### src/rtl/gdb_pkg.sv
`timescale 1ns/1ps
package gdb_pkg;

    // Filter mode; the encoding is decoded by the register interface
    typedef enum logic [1:0] {
        FLT_OFF       = 2'b00,
        FLT_BOTH      = 2'b01,
        FLT_KEEP_LOW  = 2'b10,
        FLT_KEEP_HIGH = 2'b11
    } flt_mode_e;

endpackage

### src/rtl/gdb_sync.sv
`timescale 1ns/1ps
module gdb_sync #(
    parameter int STAGES = 2
) (
    input  logic clk,
    input  logic rst_n,
    input  logic din,
    output logic dout
);
    logic [STAGES-1:0] chain_d, chain_q;

    always_comb begin
        chain_d = {chain_q[STAGES-2:0], din};
    end

    always_ff @(posedge clk or negedge rst_n) begin
        if (!rst_n) chain_q <= '0;
        else        chain_q <= chain_d;
    end

    assign dout = chain_q[STAGES-1];
endmodule

### src/rtl/gdb_prescaler.sv
`timescale 1ns/1ps
module gdb_prescaler #(
    parameter int TICK_S0 = 2,
    parameter int TICK_S1 = 8,
    parameter int TICK_S2 = 512,
    parameter int TICK_S3 = 2048
) (
    input  logic       clk,
    input  logic       rst_n,
    input  logic       clr,     // hold at zero
    input  logic [1:0] scale,
    output logic       tick
);
    localparam int PRE_W = $clog2(TICK_S3);

    logic [PRE_W-1:0] pre_d, pre_q;
    logic [PRE_W-1:0] last;

    always_comb begin
        case (scale)
            2'd0:    last = PRE_W'(TICK_S0 - 1);
            2'd1:    last = PRE_W'(TICK_S1 - 1);
            2'd2:    last = PRE_W'(TICK_S2 - 1);
            default: last = PRE_W'(TICK_S3 - 1);
        endcase
        tick  = 1'b0;
        pre_d = pre_q + 1'b1;
        if (clr) begin
            pre_d = '0;
        end else if (pre_q == last) begin
            tick  = 1'b1;
            pre_d = '0;
        end
    end

    always_ff @(posedge clk or negedge rst_n) begin
        if (!rst_n) pre_q <= '0;
        else        pre_q <= pre_d;
    end
endmodule

### src/rtl/gdb_core.sv
`timescale 1ns/1ps
module gdb_core
    import gdb_pkg::*;
#(
    parameter int CNT_W = 4
) (
    input  logic             clk,
    input  logic             rst_n,
    input  logic             sync_lvl,
    input  logic             reload,
    input  flt_mode_e        mode,
    input  logic [CNT_W-1:0] win,
    input  logic             tick,
    output logic             run,
    output logic             level
);
    typedef struct packed {
        logic             out;
        logic [CNT_W-1:0] cnt;
    } core_t;

    core_t cur_q, cur_d;
    logic  differ, pass_now;

    always_comb begin
        cur_d    = cur_q;
        run      = 1'b0;
        differ   = sync_lvl != cur_q.out;
        pass_now = (mode == FLT_KEEP_LOW  && !sync_lvl) ||
                   (mode == FLT_KEEP_HIGH &&  sync_lvl) ||
                   (win == '0);
        if (reload || mode == FLT_OFF) begin
            cur_d.out = sync_lvl;
            cur_d.cnt = '0;
        end else if (!differ) begin
            cur_d.cnt = '0;
        end else if (pass_now) begin
            cur_d.out = sync_lvl;
            cur_d.cnt = '0;
        end else begin
            run = 1'b1;
            if (tick) begin
                if ({1'b0, cur_q.cnt} + 1'b1 == {1'b0, win}) begin
                    cur_d.out = sync_lvl;
                    cur_d.cnt = '0;
                end else begin
                    cur_d.cnt = cur_q.cnt + 1'b1;
                end
            end
        end
    end

    always_ff @(posedge clk or negedge rst_n) begin
        if (!rst_n) cur_q <= '0;
        else        cur_q <= cur_d;
    end

    assign level = cur_q.out;
endmodule

### src/rtl/gpio_db_filter.sv
`timescale 1ns/1ps
module gpio_db_filter
    import gdb_pkg::*;
#(
    parameter int CNT_W   = 4,
    parameter int SYNC_N  = 2,
    parameter int TICK_S0 = 2,
    parameter int TICK_S1 = 8,
    parameter int TICK_S2 = 512,
    parameter int TICK_S3 = 2048
) (
    input  logic             clk,
    input  logic             rst_n,
    input  logic             pad_i,
    input  logic             cfg_we,
    input  logic [CNT_W-1:0] cfg_count,
    input  logic [1:0]       cfg_scale,
    input  logic [1:0]       cfg_type,
    output logic             level_o
);
    typedef struct packed {
        flt_mode_e        mode;
        logic [1:0]       scale;
        logic [CNT_W-1:0] win;
    } cfg_t;

    cfg_t cfg_d, cfg_q;
    logic sync_lvl, tick, run;
    logic [1:0] mode_q;

    always_comb begin
        cfg_d = cfg_q;
        if (cfg_we) begin
            cfg_d.mode  = flt_mode_e'(cfg_type);
            cfg_d.scale = cfg_scale;
            cfg_d.win   = cfg_count;
        end
    end

    always_ff @(posedge clk or negedge rst_n) begin
        if (!rst_n) cfg_q <= '{mode: FLT_OFF, scale: 2'd0, win: '0};
        else        cfg_q <= cfg_d;
    end

    assign mode_q = cfg_q.mode;

    gdb_sync #(.STAGES(SYNC_N)) i_sync (
        .clk  (clk),
        .rst_n(rst_n),
        .din  (pad_i),
        .dout (sync_lvl)
    );

    gdb_prescaler #(
        .TICK_S0(TICK_S0), .TICK_S1(TICK_S1),
        .TICK_S2(TICK_S2), .TICK_S3(TICK_S3)
    ) i_pre (
        .clk  (clk),
        .rst_n(rst_n),
        .clr  (cfg_we || !run),
        .scale(cfg_q.scale),
        .tick (tick)
    );

    gdb_core #(.CNT_W(CNT_W)) i_core (
        .clk     (clk),
        .rst_n   (rst_n),
        .sync_lvl(sync_lvl),
        .reload  (cfg_we),
        .mode    (cfg_q.mode),
        .win     (cfg_q.win),
        .tick    (tick),
        .run     (run),
        .level   (level_o)
    );
endmodule

### config.mk
export PLATFORM = sky130hd
export DESIGN_NAME = gpio_db_filter
export DESIGN_NICKNAME = d
export VERILOG_FILES = /design/src/rtl/gdb_pkg.sv /design/src/rtl/gdb_sync.sv /design/src/rtl/gdb_prescaler.sv /design/src/rtl/gdb_core.sv /design/src/rtl/gpio_db_filter.sv
export SDC_FILE = /design/constraint.sdc
export NUM_CORES = 1
export LEC_CHECK = 0
export BUFFER_PORTS_ARGS = -buffer_cell sky130_fd_sc_hd__buf_2
export CELL_PAD_IN_SITES_DETAIL_PLACEMENT = 1
export CELL_PAD_IN_SITES_GLOBAL_PLACEMENT = 2
export CORE_AREA = 2 2 63 65
export CTS_CLUSTER_DIAMETER = 120
export DETAILED_ROUTE_END_ITERATION = 8
export DIE_AREA = 0 0 65 67
export HOLD_SLACK_MARGIN = 0.15
export MAX_ROUTING_LAYER = met4
export PLACE_DENSITY_LB_ADDON = 0.05
export SYNTH_ARGS = -nofsm -noshare
export SYNTH_HDL_FRONTEND = slang
export SYNTH_SLANG_ARGS = --single-unit
### constraint.sdc
create_clock -name clk -period 3 [get_ports clk]
set_clock_uncertainty 0.1 [all_clocks]
set_input_delay 0.6 -clock clk [delete_from_list [all_inputs] [get_ports clk]]
set_output_delay 0.6 -clock clk [all_outputs]
set_load 0.01 [all_outputs]
==> results by group <==
Status
  • Outcome: complete, no violations

Die
  • Row count: 22
  • # IOs: 13
  • Core area: 3610 um2
  • DIE WIDTH: approximately 65 um
  • Die Span Y: around 67 um
  • Starting Density: 39.0%
  • Die area: 4360 um2

STA
  • WHS: about 0.22 ns
  • Setup TNS Final: 0 ns
  • Fin. max-slew vios: 0
  • Relative slew margins: a little over half
  • Worst-Margin Slew: just over 0.7 ns
  • RSZ-0062 raised after global routing: no
  • Final Hold Fails: 0
  • Fin crit period: roughly 2.3 ns
  • Fmax: 439 MHz
  • Final period utilization: about three quarters
  • # setup viols final: 0

Worst setup path
  • Worst EP arrival: 2.30 ns
  • Worst r2r path cells: 5
  • Setup crit end kind: register
  • Cell Chain, Critical Path: or4_1 > nor2_2 > o21ai_2 > nor2_1 > a211oi_1
  • Crit-path max FO: 11
  • Critical Path Source Type: register
  • Worst path max stage delay: just under 0.6 ns
  • Crit path kind: register to register
  • CP max stage cell: nor2_1
  • CP required: 3.03 ns

Power
  • Clock power share: roughly a third
  • Worst vdd rail ir drop: between 0.15 and 0.2 mV
  • Internal power: approximately 0.00052 W
  • Net Sw Power: between 0.00015 and 0.0002 W
  • Part of the power in combinational logic: approximately 12%
  • Sequential Power Share: roughly 55%
  • Pwr dens: approximately 450 nW/um2
  • Leakage: about 0.65 nW
  • Sw Share: ~26%

Global route
  • Global-route wire length before repair: between 5000 and 6000 um
  • Vias in the first global route: 1194
  • Total global routing overflow: 0
  • Pin count of the biggest net entering global routing: 27
  • GR Util All Layers: between 10% and 20%
  • Antenna violations before repair: 0

Layout
  • Synthesis-to-layout area growth: 11.6%
  • Final cell count without fillers: a little under 200
  • Multi-input gate area: a little over 700 um2
  • NumNets Final: about 170
  • Register area: 651 um2
  • Diode count: 0
  • Fill count: about 430
  • Share of cells above drive strength 1: 22.7%

Synth
  • EDFF count, synth: 0
  • Yosys warnings: 0
  • Avg Cell Area, Syn: 10.3 um2
  • Async S/R FF share, synth: 100%
  • Most frequent cells after synthesis: dfrtp_1, nor3_1
  • Post-synth cell types: just over 40
  • Top-count cell post-synth: dfrtp_1
  • Cell accounting for the most synthesized area: dfrtp_1
  • Area contributors post-synth: dfrtp_1, mux2_2, xnor2_1
  • Register area share after synthesis: between 40% and 50%
  • Synth Instances: between 100 and 150
  • Post-synth top area share: 46.3%
  • Synthesized area: about 1400 um2
  • Main synth FF type: dfrtp_1
  • Seq cells post-synth: 26
  • Post-Synthesis Net Count: 150

Clocking
  • Post-CTS setup buffers: 0
  • Number of hold buffers added after CTS: 0
  • Clk slew on worst S/H paths: about 0.09 ns
  • H-tree depth: 1
  • Clk buf depth: 2
  • Post-CTS sizing: 0
  • Clk root buf: clkbuf_8
  • Clk sink count: 26
  • Worst skew pair latency: 0.28 ns
  • CTS tree: built
  • Num CTS Buffers: 3

Hold path
  • HP Class: primary input to asynchronous set/reset pin

Route
  • Routed WL: roughly 3200 um
  • Post-DR wirelength/cell: 16.4 um
  • Final ANT Viol Nets: 0
  • Via Count: between 1k and 1.5k
  • Vias per cell: 5.60
  • DRC viols: 0
  • 1st-iter DRT viols: 49
  • Drt first pass iters: 4

Placement
  • Final GP Congestion: a little under 0.8
  • Post-DP HPWL: 2460 um
  • Port buffer count: 12
  • Dpl cells: 194

Flow run
  • Max-cap violations: 0
## path summary, 6_finish.rpt
kind	from	end	slack, ns
setup / recovery	cfg_q[5]	i_core.cur_q[2]	0.72
min in group clk	i_sync.chain_q[0]	i_sync.chain_q[1]	0.25
setup reg to reg	cfg_q[5]	i_core.cur_q[2]	0.72
hold / removal	rst_n	cfg_q[3]	0.22
hold reg to reg	i_sync.chain_q[0]	i_sync.chain_q[1]	0.25
max in group asynchronous	rst_n	mode_q[0]	2.18
## sequential cells by signal (all words and copies together), names as in the netlist
| signal | cells |
|---|---|
| i_core.cur_q | 4 |
| i_core.level | 1 |
| mode_q | 2 |
| cfg_q | 6 |
| i_sync.chain_q | 2 |
| i_pre.pre_q | 11 |
## metrics by stage
stage	total power [W]	cell area, um2	util (%)	setup slack (ns)
finish	0.000703	1570	43.5	0.724
global route	0.000737	1570	43.5	0.511
CTS	0.000710	1570	43.5	0.677
detailed placement	0.000480	1510	42.0	0.695
global placement	0.000476	1510	42.0	0.783
floorplan	0.000446	1410	-	1.02
## worst max-delay path, delay by kind of cell, from the launching register on
kind	cells	cell delay (ns)
compound gates	2	0.28
flops	1	0.46
simple gates	3	1.28
## cells in the final DEF (no fill, tap or decap), types with 3 or more instances in the layout
| cell | n |
|---|---|
| clkbuf_8 | 4 |
| xnor2_1 | 8 |
| inv_1 | 3 |
| o21ai_0 | 6 |
| nand2_1 | 5 |
| nand3_1 | 8 |
| nor2_1 | 8 |
| nor3_1 | 10 |
| dfrtp_1 | 26 |
| nand4_1 | 4 |
| buf_2 | 12 |
| and3_1 | 7 |
| mux2_2 | 8 |
| xor2_1 | 7 |
| a21oi_1 | 4 |
## per-layer routing
layer / global-route usage (%) / part of all wire (%) / up-vias / wire length [um]
li1: - / - / 534 / -
met1: 19.7 / 44 / 560 / 1430
met2: 32.2 / 53 / 9 / 1710
met3: 1.69 / 1.5 / 6 / 47
met4: 6.38 / 1.5 / 0 / 48
met5: - / 0 / - / 0
## layout make-up
cell class                 count  area share [%]
timing repair buffer          13            4.31
tap                           48            3.83
clock buffer                   4            3.51
multi-input combinational    104            46.2
inverter                       3           0.718
sequential                    26            41.5
## logic make-up (layout without fill, tap and decap cells)
group	after synthesis	after routing	share of synthesized area, %
AO/OA/AOI/OAI	26	26	13.3
multiplexers	8	8	6.41
AND/OR/NAND/NOR	53	53	20.7
XOR/XNOR	15	15	9.34
flip-flops	26	26	46.3
adder cells (fa/ha/maj)	2	2	1.78
buffers and inverters	6	20	2.22
## power groups by stage
stage | sequential [W] | combinational [W] | clock [W]
floorplan | 0.000388 | 0.0000580 | 0
global placement | 0.000393 | 0.0000825 | 0
detailed placement | 0.000394 | 0.0000862 | 0
CTS | 0.000387 | 0.0000866 | 0.000236
global route | 0.000390 | 0.0000953 | 0.000252
finish | 0.000386 | 0.0000850 | 0.000232
(Power assumes the default switching activity.)
